File: src/rtl/enc_rx_pkg.sv
package enc_rx_pkg;
  localparam int ACC_W  = 20;
  localparam int REQ_W  = 10;
  localparam int LEN_W  = 7;
  localparam int FILT_W = 4;

  typedef struct packed {
    logic [REQ_W-1:0]  req_len;
    logic [LEN_W-1:0]  bit_len;
    logic [ACC_W-1:0]  rate;
    logic [FILT_W-1:0] filt;
  } enc_cfg_t;

  // increment = round(2^ACC_W * bit rate / clock rate)
  function automatic logic [ACC_W-1:0] phase_inc(input longint clk_khz, input longint bit_khz);
    longint num;
    num = (longint'(1) << ACC_W) * bit_khz + clk_khz / 2;
    return ACC_W'(num / clk_khz);
  endfunction

  // request length in clock cycles for a width given in ns
  function automatic logic [REQ_W-1:0] req_cycles(input longint clk_khz, input longint ns);
    return REQ_W'((clk_khz * ns) / 64'd1000000);
  endfunction

  // zero is not a usable filter length; treat it as one
  function automatic logic [FILT_W-1:0] filt_eff(input logic [FILT_W-1:0] f);
    return (f == '0) ? FILT_W'(1) : f;
  endfunction
endpackage

File: src/rtl/enc_setup_regs.sv
module enc_setup_regs
  import enc_rx_pkg::*;
#(
  parameter enc_cfg_t DEF_CFG = '0
) (
  input  logic     clk,
  input  logic     rst_n,
  input  logic     wr_i,
  input  logic     unlock_i,
  input  enc_cfg_t wdata_i,
  output enc_cfg_t cfg_o
);
  logic wr_take;
  assign wr_take = wr_i & unlock_i;

  always_ff @(posedge clk) begin
    if (!rst_n)       cfg_o <= DEF_CFG;
    else if (wr_take) cfg_o <= wdata_i;
  end
endmodule

File: src/rtl/enc_rx_filter.sv
module enc_rx_filter
  import enc_rx_pkg::*;
(
  input  logic              clk,
  input  logic              rst_n,
  input  logic              raw_i,
  input  logic [FILT_W-1:0] len_i,
  output logic              filt_o
);
  logic [1:0]        sync_q;
  logic [FILT_W-1:0] cnt_q, cnt_nx, len;

  assign len = filt_eff(len_i);

  always_comb begin
    if (sync_q[1])
      cnt_nx = (cnt_q < len) ? cnt_q + FILT_W'(1) : len;
    else if (cnt_q == '0)
      cnt_nx = '0;
    else
      cnt_nx = (cnt_q > len) ? len - FILT_W'(1) : cnt_q - FILT_W'(1);
  end

  always_ff @(posedge clk) begin
    if (!rst_n) begin
      sync_q <= 2'b11;
      cnt_q  <= '1;
      filt_o <= 1'b1;
    end else begin
      sync_q <= {sync_q[0], raw_i};
      cnt_q  <= cnt_nx;
      if (cnt_nx == len)     filt_o <= 1'b1;
      else if (cnt_nx == '0) filt_o <= 1'b0;
    end
  end
endmodule

File: src/rtl/enc_bit_timer.sv
module enc_bit_timer
  import enc_rx_pkg::*;
(
  input  logic             clk,
  input  logic             rst_n,
  input  logic             run_i,
  input  logic             preload_i,
  input  logic [ACC_W-1:0] inc_i,
  output logic             tick_o
);
  localparam logic [ACC_W-1:0] HALF = ACC_W'(1) << (ACC_W - 1);

  logic [ACC_W-1:0] acc_q;
  logic [ACC_W:0]   sum;

  assign sum    = {1'b0, acc_q} + {1'b0, inc_i};
  assign tick_o = run_i & sum[ACC_W];

  always_ff @(posedge clk) begin
    if (!rst_n)         acc_q <= '0;
    else if (preload_i) acc_q <= HALF;
    else if (run_i)     acc_q <= sum[ACC_W-1:0];
  end
endmodule

File: src/rtl/enc_rx_channel.sv
module enc_rx_channel
  import enc_rx_pkg::*;
#(
  parameter int CLK_KHZ  = 100000,
  parameter int BIT_KHZ  = 1024,
  parameter int REQ_NS   = 8000,
  parameter int FRAME_W  = 76,
  parameter int DEF_FILT = 15
) (
  input  logic               clk,
  input  logic               rst_n,
  input  logic               start_i,
  input  logic               rx_i,
  output logic               tx_o,
  input  logic               cfg_wr_i,
  input  logic               setup_en_i,
  input  logic [REQ_W-1:0]   cfg_req_len_i,
  input  logic [LEN_W-1:0]   cfg_bit_len_i,
  input  logic [ACC_W-1:0]   cfg_rate_i,
  input  logic [FILT_W-1:0]  cfg_filt_i,
  output logic               busy_o,
  output logic               rx_active_o,
  output logic               cable_err_o,
  output logic [31:0]        word0_o,
  output logic [31:0]        word1_o,
  output logic [FRAME_W-65:0] word2_o
);
  localparam enc_cfg_t DEF_CFG = '{
    req_len: req_cycles(CLK_KHZ, REQ_NS),
    bit_len: LEN_W'(FRAME_W),
    rate:    phase_inc(CLK_KHZ, BIT_KHZ),
    filt:    FILT_W'(DEF_FILT)
  };

  typedef enum logic [1:0] {S_IDLE, S_REQ, S_WAIT, S_RECV} state_t;

  state_t             state_q;
  enc_cfg_t           cfg_q, cfg_wdata;
  logic [REQ_W-1:0]   req_cnt_q;
  logic [LEN_W-1:0]   bit_cnt_q;
  logic [FRAME_W-1:0] shreg_q;
  logic               skip_q, low_all_q;
  logic               line_f;

  // named internal events
  logic start_take, req_done, start_bit_seen, bit_tick, data_tick, last_bit;

  assign cfg_wdata = '{req_len: cfg_req_len_i, bit_len: cfg_bit_len_i,
                       rate: cfg_rate_i, filt: cfg_filt_i};

  enc_setup_regs #(.DEF_CFG(DEF_CFG)) i_setup (
    .clk(clk), .rst_n(rst_n), .wr_i(cfg_wr_i), .unlock_i(setup_en_i),
    .wdata_i(cfg_wdata), .cfg_o(cfg_q));

  enc_rx_filter i_filt (
    .clk(clk), .rst_n(rst_n), .raw_i(rx_i), .len_i(cfg_q.filt), .filt_o(line_f));

  enc_bit_timer i_timer (
    .clk(clk), .rst_n(rst_n), .run_i(state_q == S_RECV),
    .preload_i(start_bit_seen), .inc_i(cfg_q.rate), .tick_o(bit_tick));

  assign start_take     = (state_q == S_IDLE) && start_i;
  assign req_done       = (state_q == S_REQ) &&
                          ({1'b0, req_cnt_q} + 1'b1 >= {1'b0, cfg_q.req_len});
  assign start_bit_seen = (state_q == S_WAIT) && !line_f;
  assign data_tick      = bit_tick && !skip_q;
  assign last_bit       = data_tick && (LEN_W'(bit_cnt_q + 1'b1) == cfg_q.bit_len);

  always_ff @(posedge clk) begin
    if (!rst_n) begin
      state_q     <= S_IDLE;
      req_cnt_q   <= '0;
      bit_cnt_q   <= '0;
      shreg_q     <= '0;
      skip_q      <= 1'b0;
      low_all_q   <= 1'b1;
      cable_err_o <= 1'b0;
    end else begin
      unique case (state_q)
        S_IDLE: begin
          if (line_f) low_all_q <= 1'b0;
          if (start_take) begin
            state_q     <= S_REQ;
            req_cnt_q   <= '0;
            cable_err_o <= low_all_q && !line_f;
            low_all_q   <= 1'b1;
          end
        end
        S_REQ: begin
          req_cnt_q <= req_cnt_q + 1'b1;
          if (req_done) state_q <= S_WAIT;
        end
        S_WAIT: begin
          if (start_bit_seen) begin
            state_q   <= S_RECV;
            bit_cnt_q <= '0;
            skip_q    <= 1'b1;
          end
        end
        S_RECV: begin
          if (bit_tick) skip_q <= 1'b0;
          if (data_tick) begin
            shreg_q   <= {line_f, shreg_q[FRAME_W-1:1]};
            bit_cnt_q <= bit_cnt_q + 1'b1;
            if (last_bit) state_q <= S_IDLE;
          end
        end
        default: state_q <= S_IDLE;
      endcase
    end
  end

  assign tx_o        = (state_q == S_REQ);
  assign busy_o      = (state_q != S_IDLE);
  assign rx_active_o = (state_q == S_RECV);
  assign word0_o     = shreg_q[31:0];
  assign word1_o     = shreg_q[63:32];
  assign word2_o     = shreg_q[FRAME_W-1:64];
endmodule

File: config.mk
export PLATFORM = sky130hd
export DESIGN_NAME = enc_rx_channel
export DESIGN_NICKNAME = d
export VERILOG_FILES = /design/src/rtl/enc_rx_pkg.sv /design/src/rtl/enc_setup_regs.sv /design/src/rtl/enc_rx_filter.sv /design/src/rtl/enc_bit_timer.sv /design/src/rtl/enc_rx_channel.sv
export SDC_FILE = /design/constraint.sdc
export NUM_CORES = 1
export LEC_CHECK = 0
export ABC_AREA = 1
export ABC_CLOCK_PERIOD_IN_PS = 2900
export BUFFER_PORTS_ARGS = -buffer_cell sky130_fd_sc_hd__buf_2
export CAP_MARGIN = 10
export CORE_ASPECT_RATIO = 0.7
export CORE_MARGIN = 8
export CORE_UTILIZATION = 55
export CTS_BUF_LIST = sky130_fd_sc_hd__clkbuf_8
export CTS_CLUSTER_DIAMETER = 50
export DETAILED_ROUTE_END_ITERATION = 10
export PLACE_DENSITY = 0.79
export SYNTH_ARGS = -nofsm -noshare
export SYNTH_HDL_FRONTEND = slang
export SYNTH_SLANG_ARGS = --single-unit
File: constraint.sdc
create_clock -name clk -period 2.9 [get_ports clk]
set_input_delay 0.29 -clock clk [delete_from_list [all_inputs] [get_ports clk]]
set_output_delay 0.29 -clock clk [all_outputs]
set_load 0.02 [all_outputs]
== Word-level counts from Yosys, hierarchy flattened ==
Index checks and enable logic that the tools add are counted.
Widths: inputs -> output; s select.

* Multiplexer cells: 23
* Eq/ne operators: 11
* Reductions and logical operators: 26
* $add $sub $neg: 7
* Order comparisons: 3
* Bitwise operators: 3

{| class="wikitable"
|+ Operators with widths
! kind !! number
|-
| $mux 20 || 2
|-
| $add 20x20->21 || 1
|-
| $mux 4 || 5
|-
| $pmux 10 s2 || 1
|-
| $mux 7 || 2
|-
| $pmux 7 s2 || 1
|-
| $logic_not 4->1 || 3
|-
| $add 10x1->11 const B || 1
|-
| $ge 11x10->1 || 1
|-
| $add 10x1->10 const B || 1
|-
| $mux 10 || 1
|-
| $mux 2 || 5
|-
| $reduce_bool 2->1 || 5
|-
| $ne 2x2->1 const B || 4
|-
| $pmux 2 s4 || 1
|-
| $reduce_and 2->1 || 4
|-
| $sub 4x1->4 const B || 2
|-
| $add 7x1->7 const B || 1
|-
| $eq 7x7->1 || 1
|-
| $logic_and 1x1->1 || 6
|-
| $reduce_and 3->1 || 2
|-
| $reduce_and 5->1 || 1
|-
| $add 4x1->4 const B || 1
|-
| $eq 2x2->1 const B || 2
|-
| 12 further kinds || 19
|}

* Bits in registers: 166
* Input port bits: 47

== Logic depth before layout (Yosys ltp) ==
* Depth in word-level cells: 8
* Gate-level depth with buffers: 22
* Gate-level depth less buffers: 22

== By module ==
From an unflattened synthesis, not the netlist that was laid out.

* Cells, all modules: 1269
* Area total of the unflattened synthesis: 8614.5 sq um

{| class="wikitable"
|+ By module, submodules not included
! module !! cells an instance !! times used !! area an instance (sq um)
|-
| enc_rx_channel || 600 || 1 || 4242.8
|-
| enc_bit_timer || 331 || 1 || 2010.7
|-
| enc_setup_regs || 226 || 1 || 1624.1
|-
| enc_rx_filter || 112 || 1 || 737.0
|}

== Least setup slack after synthesis ==
No wires, ideal clock.

* Path kind: register to register
* Start point: reg req_cnt_q[0]
* End point: reg state_q[0]
* Arrival: 2.056 ns
* Clock period less this slack: 2.120 ns
* Library setup time: 0.064 ns
* Stages on the path, launching flop included: 20
* Buffers on the path: 0
* Path slack: 0.780 ns
* Cells stage by stage: dfxtp_1 -> ha_1 -> nand3_1 -> nor2_1 -> nand2_1 -> nand2_1 -> inv_1 -> ha_1 -> nand2_1 -> nor2_1 -> nand2_1 -> nand3_1 -> nand2_1 -> o21ai_0 -> nand3_1 -> nand2_1 -> nand3_1 -> nor2_1 -> nor2_1 -> nor2_1

* Word-level cells in the longest chain between the ends: 5

{| class="wikitable"
|+ Ends and longest elaborated chain
! item !! line !! text
|-
| from (decl) || enc_rx_channel.sv:39 || <nowiki>logic [REQ_W-1:0] req_cnt_q;</nowiki>
|-
| from (signal assigned) || enc_rx_channel.sv:90 || <nowiki>req_cnt_q <= req_cnt_q + 1'b1;</nowiki>
|-
| $add 10x1->11 || enc_rx_channel.sv:64 || <nowiki>({1'b0, req_cnt_q} + 1'b1 >= {1'b0, cfg_q.req_len});</nowiki>
|-
| $ge 11x10->1 || enc_rx_channel.sv:64 ||
|-
| $logic_and 1x1->1 || enc_rx_channel.sv:63 || <nowiki>assign req_done = (state_q == S_REQ) &&</nowiki>
|-
| $ne 2x1->1 (no source line) || n/a ||
|-
| $reduce_and 5->1 (no source line) || n/a ||
|-
| to (signal assigned) || enc_rx_channel.sv:71 || <nowiki>state_q <= S_IDLE;</nowiki>
|-
| to (signal assigned) || enc_rx_channel.sv:83 || <nowiki>state_q <= S_REQ;</nowiki>
|-
| to (signal assigned) || enc_rx_channel.sv:91 || <nowiki>if (req_done) state_q <= S_WAIT;</nowiki>
|-
| to (decl) || enc_rx_channel.sv:37 || <nowiki>state_t state_q;</nowiki>
|}

No other way between the ends.
A chain may end at the register's enable or synchronous reset.

== Final worst setup path ==
* Start point: reg i_timer.acc_q[0]
* End point: reg shreg_q[12]

* Word-level cells in the longest chain between the ends: 4

{| class="wikitable"
|+ Ends and longest elaborated chain
! item !! line !! text
|-
| from (decl) || enc_bit_timer.sv:13 || <nowiki>logic [ACC_W-1:0] acc_q;</nowiki>
|-
| from (signal assigned) || enc_bit_timer.sv:22 || <nowiki>else if (run_i) acc_q <= sum[ACC_W-1:0];</nowiki>
|-
| $add 20x20->21 || enc_bit_timer.sv:16 || <nowiki>assign sum = {1'b0, acc_q} + {1'b0, inc_i};</nowiki>
|-
| $and 1x1->1 || enc_bit_timer.sv:17 || <nowiki>assign tick_o = run_i & sum[ACC_W];</nowiki>
|-
| $logic_and 1x1->1 || enc_rx_channel.sv:66 || <nowiki>assign data_tick = bit_tick && !skip_q;</nowiki>
|-
| $reduce_and 2->1 (no source line) || n/a ||
|-
| to (signal assigned) || enc_rx_channel.sv:103 || <nowiki>shreg_q <= {line_f, shreg_q[FRAME_W-1:1]};</nowiki>
|-
| to (decl) || enc_rx_channel.sv:41 || <nowiki>logic [FRAME_W-1:0] shreg_q;</nowiki>
|}

No other way between the ends.

==> results.yml <==
status:
  status: "completed"
worst_setup_path:
  cp.required_ns: 3.24
  worst-r2r-cell-count: 12
  crit_type: "register to register"
  cp-end-kind: "register"
  cp.arrival_ns: 2.91
  rr_startpoint: "i_timer.acc_q[0]"
  timing.rr.end: "shreg_q[12]"
  reg2reg_slack_ns: 0.33
  cp-start-kind: "register"
  crit_path_max_fanout: 82
pwr:
  p_leak_nw: 4.44
  p_sw_w: 0.00227
  internal_power_w: 0.00375
  seq_power_share_pct: 43.0
  power_density_mw_per_mm2: 647
  power_frac_clock_pct: 27.4
  power_frac_comb_pct: 29.6
  swShare_pct: 37.7
  peakVddDrop_uv: 292
grt:
  grt_max_degree: 101
  gr-usage-all-layers_pct: 20.5
  grt_pass1_vias: 6684
  antenna_found_initial: 0
  grt_first_pass_wirelength_um: 32900
  grt.overflow.total: 0
sta:
  slew_viol_final: 0
  finalCritPeriodShare_pct: 88.7
  rsz0062_at_grt: "false"
  tightest_slew_ns: 0.791
  hold_viol_final: 0
  max-slew-margin-rel_pct: 47.2
  setup_viol: 0
  fin_tns_setup_ns: 0
  fmax_mhz: 389
  fin_skew_ns: 0.0179
  finalCriticalPeriod_ns: 2.57
  post-route-worst-setup-slack_ns: 0.327
logic_synthesis:
  syn-num-nets: 1231
  ys_seq_area_share_pct: 40.5
  synth-edff-count: 0
  synth.area.top_cells: "dfxtp_1 (41%), nand2_1 (8.6%), o21ai_0 (7.8%)"
  syn_area_mm2: 0.00820
  synth_ff_type: "dfxtp_1"
  synth_cell_type_count: 36
  synth-adder-area-share_pct: 6.66
  yosysTopAreaCell: "dfxtp_1"
  synth-compound-area-share_pct: 19.3
  muxShareOfSynthArea_pct: 0
  synth-simple-area-share_pct: 19.8
  ys_warn_count: 0
  synthCells: 1141
  synth_top_family_by_area: "simple AND/OR/NAND/NOR gates"
  synthDominantCellAreaShare_pct: 40.5
  synth-xor-area-share_pct: 2.78
  avgSynthCellArea_um2: 7.18
  async_flop_share_pct: 0
  synth-seq-cells: 166
die:
  dieArea_mm2: 0.0191
  dieHeight_um: 118
  fp-row-count: 37
  io_pins: 127
  start_util_pct: 56.0
  die_x_um: 162
  core_area_mm2: 0.0146
min_path:
  hold_start: "cfg_rate_i[5]"
  holdPathStages: 3
  hold_path_class: "input port to register"
  min_to: "i_setup.cfg_o[9]"
final_layout:
  layout-drive-gt1-share_pct: 14.6
  syn2layout_area_growth_pct: 13.6
  finalInstanceArea_mm2: 0.00931
  insertedDiodeCount: 0
  layoutNonFillerInstCount: 1453
  finalNetCount: 1335
clock_tree:
  cts_buffers: 17
  cts_setup_buffers: 0
  insertion_delay_ns: 0.46
  cts_buffer_depth: 2
  path_clk_slew_ns: 0.10
  clock-sinks: 166
  cts_max_level: 4
  cts_tree: "yes"
  cts_root_buf: "clkbuf_8"
place:
  port_buffers: 126
  routabilityCongestion: 0.951
  dp_slack_ns: 0.368
  dpl.hpwl_um: 14100
  placed_area_mm2: 0.00892
  dp.cells: 1421
routing:
  routedWlPerCell_um: 13.5
  vias: 7428
  drtIter0Drc: 616
  drc: 0
  viasPerCell: 5.11
  wirelength_um: 19700
  firstDrtPassIters: 7
  final_antenna_net_count: 0
flow_run:
  cap_viol_max_count: 0
## cell usage after synthesis (4+ instances only)
master	instances
clkbuf_1	31
a21oi_2	6
nor2_1	110
buf_2	4
or2_2	4
buf_6	8
o21ai_0	127
dfxtp_1	166
inv_1	169
nand2_1	188
a21o_1	4
o211ai_1	12
o21bai_1	4
xnor2_1	10
buf_1	5
xor2_1	16
ha_1	42
a21oi_1	125
nand4_1	10
o21ai_1	14
nand3_1	64
## repair_timing
action | CTS | global route
gates resized for setup | 0 | 1
setup endpoints to repair | 0 | 1
hold endpoints to repair | 0 | 0
hold buffers | 0 | 0
## layout by cell type (no fill, tap or decap), drive strengths merged
cell and instances:
a221oi 1, buf 135, nand3b 2, nand2 190
nor2 111, or2 4, a21oi 131, a21o 4
clkbuf 18, o21bai 4, xor2 16, inv 179
and3 1, xnor2 10, nor3 3, clkinv 3
o211ai 12, nor4 2, nand3 66, ha 42
a31oi 2, nand4 10, fa 1, a21boi 2
dfxtp 166, a211oi 1, clkinvlp 1, o21ai 141
## flip-flops by register name, summed over array words and instances, names as in the netlist
signal / flops
bit_cnt_q: 7
i_timer.acc_q: 20
i_filt.filt_o: 1
skip_q: 1
cable_err_o: 1
low_all_q: 1
state_q: 2
i_setup.cfg_o: 41
i_filt.sync_q: 2
shreg_q: 76
i_filt.cnt_q: 4
req_cnt_q: 10
## worst max path at each step
stage / startpoint / to / slack [ns] / cells past startpoint
after CTS: i_setup.cfg_o[3] / i_filt.filt_o / 0.34 / 20
after detailed placement: i_setup.cfg_o[3] / i_filt.filt_o / 0.37 / 20
after global placement: i_setup.cfg_o[1] / i_filt.filt_o / 0.41 / 20
final: i_timer.acc_q[0] / shreg_q[12] / 0.33 / 12
after floorplan: req_cnt_q[0] / state_q[0] / 0.78 / 19
after global routing: i_timer.acc_q[0] / shreg_q[16] / 0.06 / 12
## area by class of cell
class	count	area (um2)
clock inverters	14	144
multi-input cells	756	3980
repair buffers	135	738
fillers	1373	5320
well taps	195	244
flip-flops and latches	166	3320
inverters	169	634
clock buffers	18	248
## routing by layer
layer | global-route usage [%] | wire length, um | up-vias
met4 | 4.61 | 134 | 0
met2 | 30.4 | 8350 | 218
met3 | 4.68 | 1280 | 12
met5 | 0 | 0 | -
li1 | - | - | 3911
met1 | 29.6 | 9890 | 3287
## per-stage QoR
stage	power (W)	hold WS [ns]	util, %
3_5_place_dp	0.00438	0.421	61.0
3_3_place_gp	0.00437	0.396	61.0
5_1_grt	0.00647	0.0202	63.7
4_1_cts	0.00604	0.0244	63.6
2_1_floorplan	0.00398	0.393	-
6_report	0.00603	0.0390	63.7
## power groups by stage
stage	combinational (W)	sequential, W	clock [W]
after floorplan	0.00139	0.00260	0
after global routing	0.00207	0.00262	0.00178
after CTS	0.00176	0.00259	0.00168
after detailed placement	0.00174	0.00264	0
after global placement	0.00173	0.00263	0
final	0.00179	0.00259	0.00165
## cells by family after synthesis
group                      count (synthesis)
buffers and inverters                    219
AOI/OAI and AO/OA                        298
adders and majority gates                 43
DFF                                      166
xor gates and xnor gates                  26
and+or+nand+nor                          389
## critical path, stage by stage, from the launching register on
cell and delay, ns:
dfxtp_1 0.36, ha_1 0.23, inv_1 0.07, fa_1 0.40, inv_1 0.10, nand3_1 0.06, nand2_1 0.16, nand3_1 0.12
nand3_2 0.14, nand3_4 0.23, buf_12 0.31, o21ai_0 0.19, a21oi_1 0.06
(Power assumes the default switching activity.)
